==> src/rtl/gpio_mux_pkg.sv <==
// Shared definitions for the multiplexed GPIO port.
// Assumes pins 8..15 exist whenever a clock default is used.
package gpio_mux_pkg;

    // Source of the default value fed to a function-A peripheral input.
    typedef enum logic [2:0] {
        DF_LOW  = 3'd0,
        DF_BRG0 = 3'd1,
        DF_BRG1 = 3'd2,
        DF_BRG2 = 3'd3,
        DF_BRG3 = 3'd4,
        DF_PEER = 3'd5
    } dflt_e;

    // Pin whose function-A input is copied by a DF_PEER default.
    localparam int PEER_SRC = 15;

    // Default source chosen for pin p.
    function automatic dflt_e dflt_of(input int p);
        case (p)
            8:       return DF_BRG0;
            10:      return DF_BRG1;
            12:      return DF_BRG2;
            14:      return DF_BRG3;
            11:      return DF_PEER;
            default: return DF_LOW;
        endcase
    endfunction

endpackage

==> src/rtl/gpio_sync.sv <==
// Multi-stage synchronizer for asynchronous pad inputs.
// Assumes each bit may be treated independently (no bus coherency needed).
module gpio_sync #(
    parameter int WIDTH  = 16,
    parameter int STAGES = 2
) (
    input  logic             clk,
    input  logic             rst_n,
    input  logic [WIDTH-1:0] d_async,
    output logic [WIDTH-1:0] q_sync
);
    logic [WIDTH-1:0] stage_q [STAGES];

    // Shift the pad levels through the flop chain.
    always_ff @(posedge clk) begin
        if (!rst_n) begin
            for (int s = 0; s < STAGES; s++) stage_q[s] <= '0;
        end else begin
            stage_q[0] <= d_async;
            for (int s = 1; s < STAGES; s++) stage_q[s] <= stage_q[s-1];
        end
    end

    assign q_sync = stage_q[STAGES-1];
endmodule

==> src/rtl/gpio_regs.sv <==
// Register file: assignment, direction and data latch with byte enables,
// plus a registered read port. Assumes NPINS is a multiple of 8.
module gpio_regs #(
    parameter int NPINS = 16
) (
    input  logic             clk,
    input  logic             rst_n,
    input  logic             wr,
    input  logic             rd,
    input  logic [3:0]       addr,
    input  logic [NPINS/8-1:0] be,
    input  logic [NPINS-1:0] wdata,
    input  logic [NPINS-1:0] pin_lvl,
    output logic [NPINS-1:0] asg_q,
    output logic [NPINS-1:0] dir_q,
    output logic [NPINS-1:0] lat_q,
    output logic [NPINS-1:0] rdata
);
    localparam int NBYTES = NPINS / 8;
    localparam logic [1:0] W_ASG = 2'd0;
    localparam logic [1:0] W_DIR = 2'd1;
    localparam logic [1:0] W_DAT = 2'd2;

    logic [1:0] word;
    assign word = addr[3:2];

    for (genvar b = 0; b < NBYTES; b++) begin : g_lane
        // Per-byte register update; assignment and direction reset to GPIO input.
        always_ff @(posedge clk) begin
            if (!rst_n) begin
                asg_q[b*8 +: 8] <= '0;
                dir_q[b*8 +: 8] <= '0;
                lat_q[b*8 +: 8] <= '0;
            end else if (wr && be[b]) begin
                if (word == W_ASG) asg_q[b*8 +: 8] <= wdata[b*8 +: 8];
                if (word == W_DIR) dir_q[b*8 +: 8] <= wdata[b*8 +: 8];
                if (word == W_DAT) lat_q[b*8 +: 8] <= wdata[b*8 +: 8];
            end
        end
    end

    // Registered read: data word returns pin levels, unused word returns zero.
    always_ff @(posedge clk) begin
        if (!rst_n) begin
            rdata <= '0;
        end else if (rd) begin
            case (word)
                W_ASG:   rdata <= asg_q;
                W_DIR:   rdata <= dir_q;
                W_DAT:   rdata <= pin_lvl;
                default: rdata <= '0;
            endcase
        end
    end
endmodule

==> src/rtl/gpio_pin_cell.sv <==
// One pin's multiplexer: GPIO versus dedicated, function A versus B,
// driver enable and peripheral input routing. Purely combinational.
module gpio_pin_cell #(
    parameter bit HAS_A = 1'b1,
    parameter bit HAS_B = 1'b1,
    parameter bit A_RX  = 1'b0,
    parameter bit B_RX  = 1'b0
) (
    input  logic asg,
    input  logic dir,
    input  logic lat,
    input  logic lvl,
    input  logic fa_o,
    input  logic fa_e,
    input  logic fb_o,
    input  logic fb_e,
    input  logic dflt,
    output logic po,
    output logic pe,
    output logic fa_i,
    output logic fb_i
);
    logic fn_exists;
    logic fn_rx;
    logic fn_drives;

    assign fn_exists = dir ? HAS_B : HAS_A;
    assign fn_rx     = dir ? B_RX  : A_RX;
    assign fn_drives = fn_exists && !fn_rx;

    // Select pad value and enable from GPIO latch or selected peripheral.
    always_comb begin
        if (!asg) begin
            po = lat;
            pe = dir;
        end else if (fn_drives) begin
            po = dir ? fb_o : fa_o;
            pe = dir ? fb_e : fa_e;
        end else begin
            po = 1'b0;
            pe = 1'b0;
        end
    end

    // Route pad level to the selected function, defaults elsewhere.
    assign fa_i = (asg && !dir && HAS_A) ? lvl : dflt;
    assign fb_i = (asg &&  dir && HAS_B) ? lvl : 1'b0;
endmodule

==> src/rtl/gpio_mux_port.sv <==
// Top of the multiplexed GPIO port: registers, synchronizer and one
// pin cell per pin. Assumes the peer-default source pin defaults low.
module gpio_mux_port #(
    parameter int          NPINS     = 16,
    parameter int          SYNC_LEN  = 2,
    parameter logic [15:0] A_EXISTS  = 16'hFFFF,
    parameter logic [15:0] B_EXISTS  = 16'hFFF3,
    parameter logic [15:0] A_RX_ONLY = 16'hFF55,
    parameter logic [15:0] B_RX_ONLY = 16'h00A1
) (
    input  logic               clk,
    input  logic               rst_n,
    input  logic               bus_wr,
    input  logic               bus_rd,
    input  logic [3:0]         bus_addr,
    input  logic [NPINS/8-1:0] bus_be,
    input  logic [NPINS-1:0]   bus_wdata,
    output logic [NPINS-1:0]   bus_rdata,
    input  logic [NPINS-1:0]   pin_in,
    output logic [NPINS-1:0]   pin_out,
    output logic [NPINS-1:0]   pin_oe,
    input  logic [NPINS-1:0]   fa_out,
    input  logic [NPINS-1:0]   fa_oe,
    input  logic [NPINS-1:0]   fb_out,
    input  logic [NPINS-1:0]   fb_oe,
    output logic [NPINS-1:0]   fa_in,
    output logic [NPINS-1:0]   fb_in,
    input  logic [3:0]         brg_clk
);
    import gpio_mux_pkg::*;

    logic [NPINS-1:0] asg_q, dir_q, lat_q, pin_lvl, dflt;
    logic             peer_val;

    gpio_sync #(.WIDTH(NPINS), .STAGES(SYNC_LEN)) u_sync (
        .clk(clk), .rst_n(rst_n), .d_async(pin_in), .q_sync(pin_lvl)
    );

    gpio_regs #(.NPINS(NPINS)) u_regs (
        .clk(clk), .rst_n(rst_n), .wr(bus_wr), .rd(bus_rd),
        .addr(bus_addr), .be(bus_be), .wdata(bus_wdata), .pin_lvl(pin_lvl),
        .asg_q(asg_q), .dir_q(dir_q), .lat_q(lat_q), .rdata(bus_rdata)
    );

    // Function-A input of the peer source pin, built from state to avoid a loop.
    if (PEER_SRC < NPINS) begin : g_peer
        assign peer_val = (asg_q[PEER_SRC] && !dir_q[PEER_SRC] && A_EXISTS[PEER_SRC])
                          ? pin_lvl[PEER_SRC] : 1'b0;
    end else begin : g_nopeer
        assign peer_val = 1'b0;
    end

    for (genvar p = 0; p < NPINS; p++) begin : g_pin
        localparam dflt_e CODE = dflt_of(p);

        if (CODE == DF_BRG0)      begin : g_d assign dflt[p] = brg_clk[0]; end
        else if (CODE == DF_BRG1) begin : g_d assign dflt[p] = brg_clk[1]; end
        else if (CODE == DF_BRG2) begin : g_d assign dflt[p] = brg_clk[2]; end
        else if (CODE == DF_BRG3) begin : g_d assign dflt[p] = brg_clk[3]; end
        else if (CODE == DF_PEER) begin : g_d assign dflt[p] = peer_val;   end
        else                      begin : g_d assign dflt[p] = 1'b0;       end

        gpio_pin_cell #(
            .HAS_A(A_EXISTS[p]), .HAS_B(B_EXISTS[p]),
            .A_RX(A_RX_ONLY[p]), .B_RX(B_RX_ONLY[p])
        ) u_cell (
            .asg(asg_q[p]), .dir(dir_q[p]), .lat(lat_q[p]), .lvl(pin_lvl[p]),
            .fa_o(fa_out[p]), .fa_e(fa_oe[p]), .fb_o(fb_out[p]), .fb_e(fb_oe[p]),
            .dflt(dflt[p]),
            .po(pin_out[p]), .pe(pin_oe[p]), .fa_i(fa_in[p]), .fb_i(fb_in[p])
        );
    end
endmodule

==> config.mk <==
export PLATFORM = sky130hd
export DESIGN_NAME = gpio_mux_port
export DESIGN_NICKNAME = d
export VERILOG_FILES = /design/src/rtl/gpio_mux_pkg.sv /design/src/rtl/gpio_sync.sv /design/src/rtl/gpio_regs.sv /design/src/rtl/gpio_pin_cell.sv /design/src/rtl/gpio_mux_port.sv
export SDC_FILE = /design/constraint.sdc
export NUM_CORES = 1
export LEC_CHECK = 0
export ABC_AREA = 1
export BUFFER_PORTS_ARGS = -buffer_cell sky130_fd_sc_hd__buf_2
export CAP_MARGIN = 10
export CORE_MARGIN = 2
export CORE_UTILIZATION = 45
export CTS_CLUSTER_SIZE = 14
export DETAILED_ROUTE_END_ITERATION = 8
export PLACE_DENSITY = 0.76
export SLEW_MARGIN = 15
export SYNTH_ARGS = -nofsm -noshare
export SYNTH_HDL_FRONTEND = slang
export SYNTH_HIERARCHICAL = 1
export SYNTH_SLANG_ARGS = --single-unit
==> constraint.sdc <==
create_clock -name clk -period 1.45 [get_ports clk]
set_input_delay 0.145 -clock clk [delete_from_list [all_inputs] [get_ports clk]]
set_output_delay 0.145 -clock clk [all_outputs]
set_load 0.1 [all_outputs]
==> results by group, run 1 <==
STA
  – Slew margin rel.: 61.33%
  – Worst-margin pin slew: 0.5794 ns
  – Final Max Slew Viols: 0
  – Skew final: 0.01012 ns
  – Hold slack: 0.04127 ns
  – PnR worst setup slack: 0.05893 ns
  – Period utilization: 95.94%
  – Final hold vios: 0
  – Achievable Freq: 718.9 MHz
  – Sum Neg Setup Slack: 0 ns
  – Setup-failing EPs final: 0
  – Minimum clock period: 1.391 ns
  – RSZ-0062 raised after global routing: no

Power and ir drop
  – Max VDD drop: 0.5266 mV
  – Overall power: 6.190 mW
  – Leakage: 3.404 nW
  – Cell Pwr Density: 907.1 nW/um^2

Routing
  – Vias per cell: 4.816
  – Post-Route WL: 12,720 um
  – DR pass1 iterations: 5
  – Top sig layer: met4
  – Initial DRC Count: 255
  – DRT antenna net count: 0
  – Met2 WL: 6011 um
  – DRC Markers: 0
  – Metal3 WL: 1005 um
  – Drt wl/cell: 13.13 um
  – Vias: 4,667
  – Wl on met1: 5520 um

Placement
  – Hpwl dp: 9418 um
  – GPL Wtd Cong: 0.8230
  – Worst slack at placement: 0.2295 ns
  – Port Buf Inserts: 151

CTS
  – Clock-pin slew on the worst setup and hold paths: 0.09 ns
  – Clk buf depth: 2
  – Num Clock Sinks: 96
  – Worst-Skew Late Latency: 0.36 ns
  – CTS tree: yes
  – Root Buffer: clkbuf_8
  – TritonCTS Buffers: 9
  – Max H-tree Level: 3

GRT
  – Largest net degree at the start of global routing: 55
  – First-pass GRT wire length: 20,650 um
  – Total GRT Usage: 23.08%
  – Total grt overflow: 0
  – Number of global-route vias before repair: 4,276
  – Initial antenna violation count: 1

Die
  – Chip Height: 105.4 um
  – Initial Utilization: 45.64%
  – Die area: 11,110 um^2
  – CORE AREA: 10,140 um^2
  – IO Pins: 190
  – Die X: 105.4 um
  – Site Rows: 37

Worst setup path
  – Worst-path maximum fanout: 6
  – Critical Path AT: 1.25 ns
  – Setup crit end kind: output port
  – Type of the worst setup path: reg2out
  – Setup crit start kind: flop
  – CP Data Required Time: 1.31 ns

Worst hold path
  – HP Class: in2reg

Finish
  – Fillcell total: 852
  – Most common cell after layout, fill and taps aside: nand2_1
  – Fin util: 67.31%
  – Nets: 937
  – Synth-to-layout area growth: 47.49%
  – Register area: 1969 um^2
  – Commonest non-fill, non-tap cells in the layout: 145 x nand2_1, 96 x nor2_1, 90 x buf_2
  – Share of layout cells above drive strength 1: 32.09%
  – Multi-input logic area: 2216 um^2

Yosys
  – Async SR Flop Fraction: 0%
  – Number of flops mapped to enable cells by yosys: 0
  – Register bit total from synthesis: 96
  – Distinct cells, synth: 24
  – Syn Inst Count: 667
  – Mean Syn Cell Area: 6.937 um^2
  – Seq/Total Area, Yosys: 41.54%
  – Synth Flop Type: dfxtp_1
  – Syn Std Cell Area: 4627 um^2
  – Synth warnings: 6

Outcome
  – Status: finished, final reports clean

Flow run
  – Max-cap violations: 0
==> report_power, final <==
part           switching, mW  internal [mW]
Combinational          0.952          0.465
Clock                  0.919           1.04
Sequential            0.0899           2.73
Total                   1.96           4.23
==> cells by family (layout without fill, tap and decap cells) <==
family                 after synthesis  count (layout)  share of synthesized area, %
AOI/OAI and AO/OA                   84              84                         9.573
buffers and inverters              127             282                         13.63
DFF                                 96              96                         41.54
other                                3              14                        0.2434
and+or+nand+nor                    357             357                         35.02
==> worst paths after layout <==
path                                         endpoint  depth (start not counted)                   from  slack [ns]
worst min-delay path                 u_regs/asg_q[14]                          3          bus_wdata[14]        0.04
worst min register to register  u_sync/stage_q[0][26]                          2  u_sync/stage_q[0][10]        0.42
worst max register to register       u_regs/rdata[15]                          5       u_regs/asg_q[15]        0.44
worst max-delay path                       pin_oe[15]                          3       u_regs/asg_q[15]        0.06
==> sequential cells by signal (all words and copies together), names as in the netlist <==
signal          cells
u_regs/rdata       16
u_regs/asg_q       16
u_sync/stage_q     32
u_regs/dir_q       16
u_regs/lat_q       16
==> stage by stage <==
step	cells	instance area (um^2)
floorplan	677	4758
global placement	935	6361
detailed placement	935	6361
CTS	967	6779
global route	969	6824
finish	969	6824
==> cell usage after synthesis (4+ instances only) <==
cell type / count / share of area (%)
nand2_1: 146 / 12
o21ai_1: 12 / 1.3
inv_2: 4 / 0.32
nand3_1: 84 / 9.1
nor2_1: 100 / 8.1
and3_1: 11 / 1.5
buf_6: 6 / 1.5
inv_1: 76 / 6.2
clkbuf_1: 4 / 0.32
inv_4: 9 / 1.2
buf_4: 21 / 3.4
dfxtp_1: 96 / 42
buf_2: 4 / 0.43
a21oi_1: 20 / 2.2
nor2_8: 7 / 3.0
o21ai_0: 46 / 5.0
a21oi_2: 6 / 1.1
==> per-layer routing <==
layer / vias to the layer above / global-route usage (%)
met5: - / 0
met4: 0 / 7.429
met3: 16 / 5.628
met2: 185 / 36.41
met1: 2082 / 31.04
li1: 2384 / -
==> final cells by class <==
class                   count  area share, %
diodes                      1        0.03667
clock buffers              11          2.072
clock inverters             5          1.265
inverters                  89          5.226
multi-input cells         454          32.47
flip-flops and latches     96          28.86
well taps                 136          2.494
repair buffers            177          27.58
==> worst max-delay path, cell delays in order, from the launching register on <==
cell and delay, ns:
dfxtp_4 0.37, buf_2 0.16, a21oi_4 0.17, buf_12 0.19
==> what timing repair did <==
| item | CTS | global route |
|---|---|---|
| resized for setup | 16 | 27 |
| hold buffers | 16 | 0 |
| setup endpoints to repair | 24 | 34 |
| hold endpoints to repair | 16 | 0 |
| buffers inserted | 0 | 1 |
Note: power is estimated with default switching activity, not from simulation.
==> inputs of run 2 (changes only) <==
--- a/config.mk
+++ b/config.mk
@@ -13,4 +13,5 @@
 export CTS_CLUSTER_SIZE = 14
 export DETAILED_ROUTE_END_ITERATION = 8
+export GPL_TIMING_DRIVEN = 0
 export PLACE_DENSITY = 0.76
 export SLEW_MARGIN = 15
@@ -19,2 +20,3 @@
 export SYNTH_HIERARCHICAL = 1
 export SYNTH_SLANG_ARGS = --single-unit
+export TNS_END_PERCENT = 20
==> constraint.sdc (replaced) <==
create_clock -name clk -period 1.45 [get_ports clk]
set_input_delay 0.0725 -clock clk [delete_from_list [all_inputs] [get_ports clk]]
set_output_delay 0.0725 -clock clk [all_outputs]
set_load 0.1 [all_outputs]
==> run 2 against run 1 <==
Against the previous run: fmax grew 0.24%; non-clock buffer count grew 41; total power shrank 0.82%; die area is the same; critical path depth is the same; utilization shrank 4.2 points; combinational power shrank 6%; global-route usage shrank 0.63 points; via count grew 2.2%; sequential share of layout area grew 1.5 points; final cell count grew 4.1%.
==> results by group, run 2 (synthesis results as in run 1) <==
CTS
  – TritonCTS Buffers: 9
  – Worst-Skew Late Latency: 0.36 ns
  – Clock-pin slew on the worst setup and hold paths: 0.09 ns
  – Max H-tree Level: 3
  – Num Clock Sinks: 96
  – CTS tree: yes
  – Clk buf depth: 2
  – # Post-CTS Setup Buffers: 0
  – Root Buffer: clkbuf_8

Worst hold path
  – Hold worst-path end: u_regs/rdata[2]
  – Hold depth: 3
  – HP Class: in2reg
  – Origin of the worst min-delay path: bus_rd

Worst setup path
  – CP Data Required Time: 1.38 ns
  – Largest delay share family, worst path: buffers and inverters
  – Critical Path AT: 1.32 ns
  – CP Launch Point: u_regs/dir_q[2]
  – Setup crit start kind: flop
  – CP Cell Sequence: inv_1 -> nor2_1 -> buf_2
  – Worst-path maximum fanout: 3
  – Critical Path Max Stage Delay: 0.43 ns
  – Worst R2R Start: u_sync/stage_q[0][22]
  – Type of the worst setup path: reg2out
  – Setup crit end kind: output port
  – CP bufs+invs: 2
  – Reg2reg setup slack: 0.49 ns
  – FF-to-FF End: u_regs/rdata[6]
  – FF-to-FF path depth: 5
  – CP max stage cell: buf_2

STA
  – Final Max Slew Viols: 0
  – Final hold vios: 0
  – Minimum clock period: 1.388 ns
  – Achievable Freq: 720.6 MHz
  – Worst-margin pin slew: 0.5564 ns
  – Slew margin rel.: 62.91%
  – Setup-failing EPs final: 0
  – Sum Neg Setup Slack: 0 ns
  – Period utilization: 95.71%
  – PnR worst setup slack: 0.06221 ns
  – Hold slack: 0.02217 ns
  – Skew final: 0.007819 ns

Placement
  – Hpwl dp: 8880 um
  – Total placed cells including tap cells: 961
  – Port Buf Inserts: 148
  – Worst slack at placement: 0.1418 ns
  – Area post-placement: 5590 um^2
  – GPL Wtd Cong: 0.8429

GRT
  – First-pass GRT wire length: 20,150 um
  – GRT Max-Usage Layer: met2
  – Largest net degree at the start of global routing: 19
  – Number of global-route vias before repair: 4,285
  – Met3 usage: 4.267%
  – Met2 GRT Util: 36.73%
  – Total GRT Usage: 22.45%
  – Initial antenna violation count: 0
  – Met1 Use GR: 30.13%
  – Total grt overflow: 0

Die
  – Chip Height: 105.4 um
  – CORE AREA: 10,140 um^2
  – Die X: 105.4 um
  – Die area: 11,110 um^2
  – IO Pins: 190
  – Initial Utilization: 45.64%
  – Site Rows: 37

Routing
  – Drt wl/cell: 12.62 um
  – DRT antenna net count: 0
  – Vias per cell: 4.725
  – Post-Route WL: 12,730 um
  – DRC Markers: 0
  – Initial DRC Count: 305
  – Vias: 4,768
  – DR pass1 iterations: 6

Finish
  – Finished Cell Area: 6401 um^2
  – Largest register by flop count: u_sync/stage_q
  – Fillcell total: 910
  – Register area: 1946 um^2
  – Commonest non-fill, non-tap cells in the layout: 146 x nand2_1, 100 x nor2_1, 93 x buf_2
  – Most common cell after layout, fill and taps aside: nand2_1
  – Share of layout cells above drive strength 1: 28.98%
  – Max reg flops: 32
  – Nets: 978
  – Antenna cells: 0
  – Fin util: 63.14%
  – Multi-input logic area: 2127 um^2
  – Non-Filler Instances: 1,009
  – Synth-to-layout area growth: 38.35%

Power and ir drop
  – Overall power: 6.139 mW
  – Leakage: 3.398 nW
  – Max VDD drop: 0.4961 mV
  – Cell Pwr Density: 959.1 nW/um^2

Outcome
  – Status: finished, final reports clean

Flow run
  – Max-cap violations: 0
## run 2: changes by cell type in the layout (fill, tap and decap cells not counted), moves of 6 or more
cell / delta
buf_12: -58
a21oi_2: -7
buf_6: +25
o21ai_1: +6
a21oi_1: +9
o21ai_2: -6
buf_4: +50
dfxtp_1: +9
dlygate4sd3_1: +16
## run 2: how the worst max path moves through the flow
stage	endpoint	cells past startpoint
2_1_floorplan	pin_oe[10]	2
3_3_place_gp	u_regs/lat_q[5]	5
3_5_place_dp	fa_in[11]	5
4_1_cts	pin_oe[1]	6
5_1_grt	pin_oe[6]	3
6_report	pin_oe[2]	3
## run 2: area by class of cell
type	instances	share of cell area, %
plain buffers	38	4.320
multi-input cells	454	33.23
clock inverters	7	1.701
inverters	89	5.571
clock buffers	9	1.935
flip-flops and latches	96	30.39
well taps	136	2.658
repair buffers	180	20.19
## run 2: repair_timing
| item | in CTS | in global routing |
|---|---|---|
| endpoints found under the hold margin | 62 | 0 |
| setup endpoints to repair | 58 | 44 |
| resized for setup | 65 | 37 |
| hold buffers | 32 | 0 |
## run 2: worst min-delay path, delay by kind of cell
| kind | cells | cell delay (ns) |
|---|---|---|
| AND/OR/NAND/NOR | 1 | 0.07 |
| buffers and inverters | 1 | 0.14 |
| AO/OA/AOI/OAI | 1 | 0.05 |
## run 2: where the power goes
part / switching [mW] / internal [mW]
combinational: 0.945 / 0.385
sequential: 0.0716 / 2.73
clock: 0.993 / 1.01
total: 2.01 / 4.13
## run 2: metal layers
layer	share of wire (%)	routed length, um
met5	0	0
met4	1.1	137
met2	47	6036
met1	45	5715
met3	6.6	840
